===== config.mk =====
export PLATFORM = sky130hd
export DESIGN_NAME = wsp_sched
export DESIGN_NICKNAME = d
export VERILOG_FILES = /design/src/rtl/wsp_pkg.sv /design/src/rtl/wsp_cfg_table.sv /design/src/rtl/wsp_scope.sv /design/src/rtl/wsp_rr_pick.sv /design/src/rtl/wsp_sched.sv
export SDC_FILE = /design/constraint.sdc
export NUM_CORES = 1
export LEC_CHECK = 0
export CORE_AREA = 2 2 164 126
export CTS_BUF_LIST = sky130_fd_sc_hd__clkbuf_8
export DETAILED_ROUTE_END_ITERATION = 10
export DIE_AREA = 0 0 166 128
export DONT_BUFFER_PORTS = 1
export PLACE_DENSITY = 0.64
export SETUP_SLACK_MARGIN = 0.5
export SLEW_MARGIN = 20
export SYNTH_ARGS = -nofsm -noshare
export SYNTH_HDL_FRONTEND = slang
export SYNTH_SLANG_ARGS = --single-unit

===== constraint.sdc =====
create_clock -name clk -period 11.6 [get_ports clk]
set_clock_uncertainty 0.15 [all_clocks]
set_input_delay 0.58 -clock clk [delete_from_list [all_inputs] [get_ports clk]]
set_output_delay 0.58 -clock clk [all_outputs]
set_load 0.01 [all_outputs]

===== src/rtl/wsp_pkg.sv =====
package wsp_pkg;
   localparam int ROUNDS     = 8;
   localparam int RW         = 3;
   localparam int PRIO_W     = 4;
   localparam logic [PRIO_W-1:0] STRICT_VAL = 4'd9;

   // round-enable mask for a configured value
   function automatic logic [ROUNDS-1:0] prio_to_mask(input logic [PRIO_W-1:0] v);
      logic [ROUNDS-1:0] m;
      case (v)
         4'd0:    m = 8'h00;
         4'd1:    m = 8'h01;
         4'd2:    m = 8'h11;
         4'd3:    m = 8'h49;
         4'd4:    m = 8'h55;
         4'd5:    m = 8'h57;
         4'd6:    m = 8'h77;
         4'd7:    m = 8'h7F;
         default: m = 8'hFF;
      endcase
      return m;
   endfunction

   function automatic logic prio_bad(input logic [PRIO_W-1:0] v);
      return v > STRICT_VAL;
   endfunction
endpackage


===== src/rtl/wsp_cfg_table.sv =====
module wsp_cfg_table
   import wsp_pkg::*;
#(
   parameter int NQ = 8,
   localparam int AW = $clog2(NQ)
) (
   input  logic                         clk,
   input  logic                         rst_n,
   input  logic                         we,
   input  logic [AW-1:0]                addr,
   input  logic [PRIO_W-1:0]            prio,
   input  logic                         last_in,
   input  logic                         slast_in,
   output logic [NQ-1:0][ROUNDS-1:0]    masks,
   output logic [NQ-1:0]                strict_f,
   output logic [NQ-1:0]                last_f,
   output logic [NQ-1:0]                slast_f,
   output logic                         err
);
   for (genvar q = 0; q < NQ; q++) begin : g_ent
      always_ff @(posedge clk or negedge rst_n) begin
         if (!rst_n) begin
            masks[q]   <= '0;
            strict_f[q] <= 1'b0;
            last_f[q]  <= 1'b0;
            slast_f[q] <= 1'b0;
         end else if (we && addr == AW'(q)) begin
            masks[q]   <= prio_to_mask(prio);
            strict_f[q] <= (prio == STRICT_VAL);
            last_f[q]  <= last_in;
            slast_f[q] <= slast_in;
         end
      end
   end

   always_ff @(posedge clk or negedge rst_n) begin
      if (!rst_n) err <= 1'b0;
      else        err <= we && prio_bad(prio);
   end
endmodule


===== src/rtl/wsp_scope.sv =====
module wsp_scope #(
   parameter int NQ = 8
) (
   input  logic [NQ-1:0] strict_f,
   input  logic [NQ-1:0] last_f,
   input  logic [NQ-1:0] slast_f,
   output logic [NQ-1:0] active,
   output logic [NQ-1:0] sgrp
);
   // prefix scan: a queue is inside a range until a boundary flag below it
   always_comb begin
      logic seen_last, seen_slast;
      seen_last  = 1'b0;
      seen_slast = 1'b0;
      for (int i = 0; i < NQ; i++) begin
         active[i]  = !seen_last;
         sgrp[i]    = strict_f[i] && !seen_slast && !seen_last;
         seen_last  = seen_last  | last_f[i];
         seen_slast = seen_slast | slast_f[i];
      end
   end
endmodule


===== src/rtl/wsp_rr_pick.sv =====
module wsp_rr_pick
   import wsp_pkg::*;
#(
   parameter int NQ = 8,
   localparam int QW = $clog2(NQ)
) (
   input  logic [ROUNDS-1:0][NQ-1:0] elig,
   input  logic [RW-1:0]             rnd,
   input  logic [QW-1:0]             ptr,
   output logic                      found,
   output logic [QW-1:0]             pidx,
   output logic [RW-1:0]             pround
);
   // stage 0: current round after the pointer; stages 1..ROUNDS: later rounds from queue 0
   always_comb begin
      logic [RW-1:0] rr;
      found  = 1'b0;
      pidx   = '0;
      pround = rnd;
      for (int k = 0; k <= ROUNDS; k++) begin
         rr = rnd + RW'(k);
         for (int i = 0; i < NQ; i++) begin
            if (!found && (k != 0 || i > int'(ptr)) && elig[rr][i]) begin
               found  = 1'b1;
               pidx   = QW'(i);
               pround = rr;
            end
         end
      end
   end
endmodule


===== src/rtl/wsp_sched.sv =====
module wsp_sched
   import wsp_pkg::*;
#(
   parameter int NQ = 8,
   localparam int QW = $clog2(NQ)
) (
   input  logic              clk,
   input  logic              rst_n,
   input  logic              cfg_we,
   input  logic [QW-1:0]     cfg_addr,
   input  logic [PRIO_W-1:0] cfg_prio,
   input  logic              cfg_last,
   input  logic              cfg_slast,
   input  logic [NQ-1:0]     q_nonempty,
   input  logic              ready,
   output logic [NQ-1:0]     grant,
   output logic              grant_valid,
   output logic              prio_err,
   output logic              strict_present
);
   if (NQ < 2 || NQ > 16 || (1 << QW) != NQ) begin : g_bad_nq
      $error("wsp_sched: NQ must be a power of two from 2 to 16");
   end

   logic [NQ-1:0][ROUNDS-1:0] masks;
   logic [NQ-1:0]             strict_f, last_f, slast_f;
   logic [NQ-1:0]             active_q, sgrp;
   logic [NQ-1:0]             sreq, s_onehot, wcand;
   logic [ROUNDS-1:0][NQ-1:0] elig;
   logic [RW-1:0]             rnd_q, wround;
   logic [QW-1:0]             ptr_q, widx;
   logic                      wfound, s_hit;

   wsp_cfg_table #(.NQ(NQ)) u_cfg (
      .clk(clk), .rst_n(rst_n), .we(cfg_we), .addr(cfg_addr), .prio(cfg_prio),
      .last_in(cfg_last), .slast_in(cfg_slast), .masks(masks),
      .strict_f(strict_f), .last_f(last_f), .slast_f(slast_f), .err(prio_err)
   );

   wsp_scope #(.NQ(NQ)) u_scope (
      .strict_f(strict_f), .last_f(last_f), .slast_f(slast_f),
      .active(active_q), .sgrp(sgrp)
   );

   assign sreq     = sgrp & q_nonempty;
   assign s_onehot = sreq & (~sreq + NQ'(1));
   assign s_hit    = |sreq;
   assign wcand    = active_q & ~sgrp & q_nonempty;

   for (genvar r = 0; r < ROUNDS; r++) begin : g_rnd
      for (genvar i = 0; i < NQ; i++) begin : g_q
         assign elig[r][i] = wcand[i] & masks[i][r];
      end
   end

   wsp_rr_pick #(.NQ(NQ)) u_pick (
      .elig(elig), .rnd(rnd_q), .ptr(ptr_q),
      .found(wfound), .pidx(widx), .pround(wround)
   );

   always_comb begin
      grant = '0;
      if (ready) begin
         if (s_hit)       grant = s_onehot;
         else if (wfound) grant = NQ'(1) << widx;
      end
   end
   assign grant_valid    = ready && (s_hit || wfound);
   assign strict_present = |strict_f;

   // reset values make the first search begin at round 0, queue 0
   always_ff @(posedge clk or negedge rst_n) begin
      if (!rst_n) begin
         rnd_q <= RW'(ROUNDS - 1);
         ptr_q <= QW'(NQ - 1);
      end else if (ready && !s_hit && wfound) begin
         rnd_q <= wround;
         ptr_q <= widx;
      end
   end
endmodule


# After elaboration in Yosys (flattened, before gate mapping)

Memories as Yosys holds them, arrays and structs flattened.
Index checks and enable logic that the tools add are counted.

Flip-flop bits (word level): 93
Bits in latches: 0
RAM bits: 0
Bits in read-only memories: 448
Input bits: 21
Output and inout port bits: 11
Logic and storage cells: 583
Memories kept: 8

$add $sub $neg: 8
Multipliers: 0
Div/mod/pow operators: 0
$lt $le $gt $ge: 16
Equality and inequality tests: 8
Shift operators: 1
Multiplexer cells: 225
Bitwise operators: 90
Reduce and logical (&&, ||, !) cells: 194

Memory list:

| memory          | words | bits a word | read ports | clocked after memory_dff | write ports | line          | RTL |
|---|---|---|---|---|---|---|---|
| (no name shown) | 8     | 7           | 1          | 0                        | 0           | wsp_pkg.sv:10 | `case (v)` |
| (no name shown) | 8     | 7           | 1          | 0                        | 0           | wsp_pkg.sv:10 |  |
| (no name shown) | 8     | 7           | 1          | 0                        | 0           | wsp_pkg.sv:10 |  |
| (no name shown) | 8     | 7           | 1          | 0                        | 0           | wsp_pkg.sv:10 |  |
| (no name shown) | 8     | 7           | 1          | 0                        | 0           | wsp_pkg.sv:10 |  |
| (no name shown) | 8     | 7           | 1          | 0                        | 0           | wsp_pkg.sv:10 |  |
| 2 more memories | -     | -           | -          | -                        | -           | -             |  |

Operators by type and width:

| kind                  | number |
|---|---|
| $mux W3               | 126 |
| $bmux W8 S3           | 8 |
| $mux W8               | 19 |
| $logic_and A1 B1 Y1   | 103 |
| $logic_not A1 Y1      | 85 |
| $mux W1               | 72 |
| $and A1 B1 Y1         | 64 |
| $reduce_bool A56 Y1   | 1 |
| $and A8 B8 Y8         | 4 |
| $lt A3 B4 Y1 const B  | 8 |
| $not A8 Y8            | 2 |
| $reduce_or A8 Y1      | 2 |
| $add A3 B3 Y3 const B | 4 |
| $eq A3 B3 Y1 const B  | 4 |
| $gt A3 B3 Y1 const A  | 4 |
| $or A1 B1 Y1          | 12 |
| $reduce_and A10 Y1    | 1 |
| $add A8 B1 Y8 const B | 1 |
| $not A1 Y1            | 8 |
| $shl A1 B3 Y8 const A | 1 |
| $add A3 B2 Y3 const B | 2 |
| $eq A3 B2 Y1 const B  | 2 |
| $gt A2 B3 Y1 const A  | 2 |
| $eq A4 B4 Y1 const B  | 1 |
| 6 further kinds       | 6 |

# Logic depth before layout (Yosys ltp)

Gate-level depths: netlist (run 1).

Depth in word-level cells: 237
Gate-level depth with buffers: 19
Mapped depth without buffers: 13

# By module

From an unflattened synthesis (run 1), not the netlist that was laid out.

Cell total of the unflattened synthesis: 1,029
Area total of the unflattened synthesis: 9,806.9 µm²

Modules (own cells, without submodules):

| module        | instances | cells each | area each (µm²) | sequential area each (µm²) |
|---|---|---|---|---|
| wsp_rr_pick   | 1         | 591        | 5,301.3         | 0.0 |
| wsp_cfg_table | 1         | 278        | 3,349.5         | 2,227.1 |
| wsp_sched     | 1         | 136        | 978.4           | 157.7 |
| wsp_scope     | 1         | 24         | 177.7           | 0.0 |

# Least setup slack after synthesis (run 1)

OpenSTA, ideal clock, no wires.

Kind: flip-flop to output port
Start point: register rnd_q[1]
End point: output grant[6]
Arrival time: 4.945 ns
Setup slack: 5.925 ns
Cell stages (with the launch flop): 19
Buffers on the path: 5
Cells stage by stage: dfstp_2 buf_6 buf_2 buf_2 buf_2 inv_1 ha_1 buf_4 mux4_2 mux2_2 a22oi_1 and4b_2 nand4_4 a211o_1 a2111oi_2 a311o_2 a21boi_2 nand2b_1 a2111oi_1

Longest elaborated chain between the ends: 224

RTL lines:

| what                              | line              | RTL |
|---|---|---|
| start, declared                   | wsp_sched.sv:30   | `logic [RW-1:0] rnd_q, wround;` |
| start signal, assigned            | wsp_sched.sv:74   | `rnd_q <= RW'(ROUNDS - 1);` |
| start signal, assigned            | wsp_sched.sv:77   | `rnd_q <= wround;` |
| $bmux W8 S3                       | wsp_rr_pick.sv:23 | `if (!found && (k != 0 \|\| i > int'(ptr)) && elig[rr][i]) begin` |
| $mux W8 (not written as such)     | wsp_rr_pick.sv:23 |  |
| $logic_and A1 B1 Y1               | wsp_rr_pick.sv:23 |  |
| $mux W1                           | wsp_rr_pick.sv:23 |  |
| $logic_not A1 Y1                  | wsp_rr_pick.sv:23 |  |
| $logic_and A1 B1 Y1 (2 in series) | wsp_rr_pick.sv:23 |  |
| $mux W1                           | wsp_rr_pick.sv:23 |  |
| $logic_not A1 Y1                  | wsp_rr_pick.sv:23 |  |
| (+207 left out)                   | -                 |  |
| $mux W1                           | wsp_rr_pick.sv:23 |  |
| $logic_not A1 Y1                  | wsp_rr_pick.sv:23 |  |
| $logic_and A1 B1 Y1               | wsp_rr_pick.sv:23 |  |
| $mux W3                           | wsp_rr_pick.sv:23 |  |
| $shl A1 B3 Y8                     | wsp_sched.sv:65   | `else if (wfound) grant = NQ'(1) << widx;` |
| $mux W8 *                         | wsp_sched.sv:65   |  |
| $mux W8 *                         | wsp_sched.sv:64   | `if (s_hit) grant = s_onehot;` |
| $mux W8 *                         | wsp_sched.sv:63   | `if (ready) begin` |
| end, declared                     | wsp_sched.sv:16   | `output logic [NQ-1:0] grant,` |

Mark *: on every way between the ends. The rest lies on a longest branch, timed or not. The select of a mux whose other input is x is not followed.

# Worst setup path in the final report (run 1)

Start point: register rnd_q[1]
End point: output grant[7]

Same word-level chain as after synthesis.

==> results.sh, run 1 <==
export IMPL_top_layer_used="met4"
export IMPL_gp_congestion=1.07
export IMPL_diodes=0
export IMPL_fp_dieH_um=128
export IMPL_rsz0062_at_grt="false"
export IMPL_initial_core_util_pct=44.0
export IMPL_worstReg2RegStart="rnd_q[1]"
export IMPL_grt_pass1_vias=7332
export IMPL_grt_first_pass_wirelength_mm=44.0
export IMPL_setup_viol=0
export IMPL_cts_buffers=9
export IMPL_routed_via_density=6.76
export IMPL_drive_gt1_share_pct=20.9
export IMPL_endpoint_kind="output pin"
export IMPL_syn_inst=911
export IMPL_ctsRootBufferMaster="clkbuf_8"
export IMPL_worst_pin_slew_ns=1.09
export IMPL_status="finished clean"
export IMPL_insertion_delay_ns=0.40
export IMPL_pwr_share_comb_pct=71.9
export IMPL_critPathMaxFanout=62
export IMPL_power_leakage_nw=3.54
export IMPL_powerDensity_nw_per_um2=310
export IMPL_hpwl_mm=21.9
export IMPL_syn_nets=934
export IMPL_drt_iter0_markers=1039
export IMPL_timing_hold_worst_path_depth=2
export IMPL_ys_flop_type="dfrtp_1"
export IMPL_vias=7778
export IMPL_arrival_ns=5.98
export IMPL_htree_levels=3
export IMPL_slew_headroom_pct=26.8
export IMPL_drc=0
export IMPL_max_cap_violations=0
export IMPL_p_clk_share_pct=9.3
export IMPL_seq_area_frac_synth_pct=26.8
export IMPL_grt_antenna_before_repair=0
export IMPL_cts_buffer_depth=2
export IMPL_track_usage_pct=27.1
export IMPL_async_reset_ff_share_pct=100
export IMPL_fin_setup_tns_ns=0
export IMPL_critical_path_class="reg2out"
export IMPL_syn_to_final_growth_pct=4.95
export IMPL_cts_resized=0
export IMPL_port_buffers=0
export IMPL_num_rows=45
export IMPL_multi_input_area_um2=6030
export IMPL_fmax_mhz=149
export IMPL_synth_edf_count=0
export IMPL_r2r_cells=14
export IMPL_ctsHoldBuffers=2
export IMPL_p_seq_share_pct=18.8
export IMPL_critPathRequiredTime_ns=10.87
export IMPL_yosysTopAreaCell="dfrtp_1"
export IMPL_postCtsSetupBuffers=0
export IMPL_synth_common_cells="nand2_1, dfrtp_1, nor2_1, mux2i_1, mux4_2"
export IMPL_crit_path_start_kind="register"
export IMPL_ioPinCount=32
export IMPL_r2r_end="rnd_q[2]"
export IMPL_met3WireLength_mm=3.04
export IMPL_power_total_mw=2.83
export IMPL_vdd_ir_drop_max_uv=254
export IMPL_r2r_setup_slack_ns=6.05
export IMPL_globalRouteOverflowTotal=0
export IMPL_cts_tree="yes"
export IMPL_yosysWarnings=0
export IMPL_yosysMostFrequentCell="nand2_1"
export IMPL_synthTopCellsByArea="dfrtp_1, mux4_2, mux2i_1"
export IMPL_switching_share_pct=49.9
export IMPL_finalHoldViolCount=0
export IMPL_min_period_over_period_pct=57.8
export IMPL_first_pass_iters=5
export IMPL_fillCellCount=1909
export IMPL_seqCellArea_um2=2340
export IMPL_fin_nets=911
export IMPL_internal_power_mw=1.42
export IMPL_grt_max_degree=94
export IMPL_ant_nets=0
export IMPL_yosysTopAreaCellShare_pct=25.0
export IMPL_synth_cell_types=106
export IMPL_synth_area_um2=8700
export IMPL_hp_class="in2reg"
export IMPL_drt_total_wl_mm=28.3
export IMPL_cts_sinks=93
export IMPL_die_x_um=166
export IMPL_wl_met1_mm=12.6
export IMPL_die_area_um2=21200
export IMPL_met2_length_mm=12.0
export IMPL_min_from="cfg_prio[3]"
export IMPL_drv_slew=0
export IMPL_synth_avg_cell_area_um2=9.55
export IMPL_core_area_um2=19800
export IMPL_period_needed_ns=6.71
export IMPL_cts_clk_slew_worst_paths_ns=0.11
export IMPL_p_sw_mw=1.41
export IMPL_routedWlPerCell_um=24.6
export IMPL_ys_ff_latch=93
export IMPL_min_to="u_cfg.err"
## state kept, by name, summed over array words and instances (netlist names)
name	count
ptr_q	3
u_cfg.slast_f	7
u_cfg.masks	64
u_cfg.err	1
rnd_q	3
u_cfg.strict_f	8
u_cfg.last_f	7
## metrics by stage
| step | cell area (um^2) | utilization, % | hold WS, ns | setup slack [ns] | instances |
|---|---|---|---|---|---|
| floorplan | 8700 | - | 0.134 | 5.93 | 911 |
| global placement | 8840 | 44.7 | 0.140 | 5.45 | 1132 |
| global route | 9130 | 46.2 | 0.116 | 4.45 | 1151 |
| CTS | 9120 | 46.1 | 0.111 | 4.86 | 1150 |
| finish | 9130 | 46.2 | 0.125 | 4.89 | 1151 |
| detailed placement | 8840 | 44.7 | 0.139 | 5.32 | 1132 |
## cells in the final DEF, fill, tap and decap left out, types with 18 or more instances in the layout
cell type	instances
nand2_1	107
dfrtp_1	87
nor2_1	75
mux2i_1	60
mux4_2	57
o21ai_0	49
a21oi_1	48
mux2_2	45
nor3_1	25
inv_1	19
nand3_1	18
## cell families after synthesis
group	after synthesis	share of synthesized area [%]
simple gates	354	22.1
compound gates	219	17.4
mux	168	28.3
flops	93	26.8
buf+inv	68	4.14
xor+xnor	7	0.963
fa+ha+maj	2	0.288
## power by group through the flow
stage          clock network [mW]  registers (mW)  logic (mW)
5_1_grt                     0.281           0.546        2.18
4_1_cts                     0.269           0.529        1.99
6_report                    0.262           0.532        2.03
2_1_floorplan                   0           0.463        1.63
3_5_place_dp                    0           0.535        1.97
3_3_place_gp                    0           0.533        1.96
## critical path, cell delays in order, from the launching register on
cell and delay [ns]:
dfstp_2 0.53, buf_4 0.65, inv_1 0.14, ha_1 0.32
buf_4 0.44, mux4_2 0.57, mux2_2 0.29, a22oi_1 0.29
and4b_2 0.35, nand4_4 0.17, a211o_1 0.29, a2111oi_2 0.36
a311o_2 0.22, a21boi_2 0.22, nand2_1 0.07, a2111oi_1 0.66
## worst max-delay path by stage
stage / start / endpoint / slack [ns] / cells after the start
final: rnd_q[1] / grant[7] / 4.89 / 15
after detailed placement: rnd_q[1] / grant[7] / 5.32 / 15
after CTS: rnd_q[1] / grant[7] / 4.86 / 15
after global routing: rnd_q[1] / grant[7] / 4.45 / 15
after floorplan: rnd_q[1] / grant[6] / 5.93 / 18
after global placement: rnd_q[1] / grant[7] / 5.45 / 15
## layer usage
metal	GRT usage (%)	up-vias
li1	-	3477
met1	38.2	3888
met2	40.0	363
met3	8.86	50
met4	7.31	0
met5	0	-
## area by class of cell
cell class,instances,area share (%)
clock buffer,10,1.51
clock inverter,6,1.10
inverter,21,0.863
multi-input combinational,750,66.0
sequential,93,25.6
tap,258,3.53
timing repair buffer,13,1.36
Power figures use the tool's default switching activity.
==> run 2, diff against run 1 <==
PLACE_DENSITY = 0.66   (was 0.64)
clock period = 6.1 ns   (was 11.6 ns; I/O delays follow)
==> run 2 against run 1 <==
  * Via count grew 1.5%
  * Cell count grew 2.4%
  * Final area grew 4.3%
  * Sequential power grew 85%
  * First-iteration DRC count grew 2.0%
  * Global-route usage shrank 0.13 points
  * Routed wire length grew 2.9%
  * Total power grew 100%
  * Utilization grew 2.0 points
  * Critical endpoint is now grant[2]
==> results.sh, run 2 (synthesis gave the netlist of run 1 again) <==
export IMPL_rsz0062_at_grt="false"
export IMPL_reg_largest_list="u_cfg.masks x64, u_cfg.strict_f x8"
export IMPL_worst_pin_slew_ns=1.08
export IMPL_hpwl_mm=22.0
export IMPL_finalHoldViolCount=0
export IMPL_insertion_delay_ns=0.39
export IMPL_min_to="u_cfg.slast_f[0]"
export IMPL_drc=0
export IMPL_grt_use_met1_pct=40.0
export IMPL_cts_buffers=9
export IMPL_met3_usage_pct=7.16
export IMPL_vdd_ir_drop_max_uv=289
export IMPL_crit_path_start_kind="register"
export IMPL_routedWlPerCell_um=24.7
export IMPL_period_needed_ns=5.45
export IMPL_grt_antenna_before_repair=0
export IMPL_timing_hold_worst_path_depth=2
export IMPL_routed_via_density=6.70
export IMPL_power_leakage_nw=3.71
export IMPL_fmax_mhz=184
export IMPL_drv_slew=0
export IMPL_instances_no_fill=1179
export IMPL_slew_headroom_pct=27.6
export IMPL_diodes=0
export IMPL_r2r_setup_slack_ns=1.28
export IMPL_arrival_ns=4.99
export IMPL_ctsRootBufferMaster="clkbuf_8"
export IMPL_cts_clk_slew_worst_paths_ns=0.11
export IMPL_cts_buffer_depth=2
export IMPL_layout_commonest_cell="nand2_1"
export IMPL_layout_common_cells="nand2_1, dfrtp_1, nor2_1"
export IMPL_min_from="cfg_addr[1]"
export IMPL_dpl_cell_count=1142
export IMPL_die_area_um2=21200
export IMPL_ioPinCount=32
export IMPL_initial_core_util_pct=44.0
export IMPL_num_rows=45
export IMPL_max_cap_violations=0
export IMPL_track_usage_pct=26.9
export IMPL_top_usage_layer="met1"
export IMPL_grt_first_pass_wirelength_mm=43.7
export IMPL_syn_to_final_growth_pct=9.48
export IMPL_grt_pass1_vias=7231
export IMPL_hp_class="in2reg"
export IMPL_r2r_end="rnd_q[2]"
export IMPL_ant_nets=0
export IMPL_drt_iter0_markers=1060
export IMPL_critPathMaxFanout=13
export IMPL_min_period_over_period_pct=89.3
export IMPL_htree_levels=3
export IMPL_port_buffers=0
export IMPL_worstReg2RegStart="u_cfg.slast_f[0]"
export IMPL_die_x_um=166
export IMPL_largest_reg_flops=64
export IMPL_setup_viol=0
export IMPL_grt_max_degree=94
export IMPL_cts_sinks=93
export IMPL_fin_setup_tns_ns=0
export IMPL_drive_gt1_share_pct=23.5
export IMPL_vias=7898
export IMPL_fin_nets=939
export IMPL_endpoint_kind="output pin"
export IMPL_first_pass_iters=6
export IMPL_gp_congestion=1.03
export IMPL_critPathRequiredTime_ns=5.64
export IMPL_globalRouteOverflowTotal=0
export IMPL_largest_register="u_cfg.masks"
export IMPL_powerDensity_nw_per_um2=603
export IMPL_status="finished clean"
export IMPL_cts_tree="yes"
export IMPL_r2r_cells=11
export IMPL_critical_path_class="reg2out"
export IMPL_core_area_um2=19800
export IMPL_grt_met2_usage_pct=38.9
export IMPL_fp_dieH_um=128
export IMPL_drt_total_wl_mm=29.1
[run 2: changes by cell type in the layout (fill, tap and decap cells not counted), sizes merged]
| cell | delta |
|---|---|
| dlygate4sd3 | +7 |
| buf | +19 |
| clkbuf | +1 |
| clkinvlp | +1 |
| inv | +1 |
| bufinv | -2 |
| clkinv | +1 |
[run 2: per-layer routing]
| layer | routed length (um) | part of all wire [%] |
|---|---|---|
| met3 | 3300 | 11 |
| met1 | 13100 | 45 |
| met2 | 12200 | 42 |
| met4 | 508 | 1.7 |
| met5 | 0 | 0 |
[run 2: worst max-delay path by stage]
stage | startpoint | to | slack, ns | depth (start not counted)
floorplan | rnd_q[1] | grant[6] | 0.70 | 18
global placement | rnd_q[0] | grant[7] | 0.67 | 13
detailed placement | rnd_q[0] | grant[7] | 0.61 | 13
CTS | rnd_q[2] | grant[7] | 0.50 | 13
global route | rnd_q[2] | grant[2] | 0.51 | 13
finish | u_cfg.slast_f[0] | grant[2] | 0.65 | 12
[run 2: cell type report]
type                    count  area [um^2]
inverters                  21         78.8
clock inverters             7         75.1
flip-flops and latches     93         2340
well taps                 258          323
clock buffers               9          124
repair buffers             41          439
fillers                  1849        10200
multi-input cells         750         6140
[run 2: where the power goes]
part           total [mW]  leakage (nW)  switching [mW]  internal, mW
Clock               0.423        0.0985           0.261         0.162
Combinational        4.33          2.53            2.38          1.96
Sequential          0.983          1.08           0.214         0.769
[run 2: critical path, stage by stage, from the launching register on]
cell      delay, ns
dfrtp_1        0.49
or4_4          0.60
o211a_1        0.45
and3_1         0.34
nor2_1         0.16
a21boi_0       0.74
a211oi_1       0.21
o211a_1        0.28
a211oi_1       0.49
nand2_1        0.21
or2b_1         0.31
o22ai_1        0.15
buf_4          0.15
[run 2: repair_timing]
item	in CTS	in global routing
endpoints found under the hold margin	117	0
gates cloned	0	2
setup endpoints to repair	6	6
buffers inserted	0	10
pin swaps	0	3
hold buffers	9	0
gates resized for setup	13	15
[run 2: through the flow]
| stage | hold WS (ns) | utilization (%) | area (um^2) | setup slack (ns) | power [mW] |
|---|---|---|---|---|---|
| after global placement | -0.136 | 45.1 | 8920 | 0.667 | 4.83 |
| after CTS | 0.0355 | 47.1 | 9300 | 0.501 | 5.38 |
| after detailed placement | -0.137 | 45.1 | 8920 | 0.609 | 4.84 |
| final | 0.0654 | 48.2 | 9530 | 0.655 | 5.74 |
| after floorplan | -0.141 | - | 8700 | 0.700 | 3.99 |
| after global routing | 0.0589 | 48.2 | 9530 | 0.509 | 6.07 |
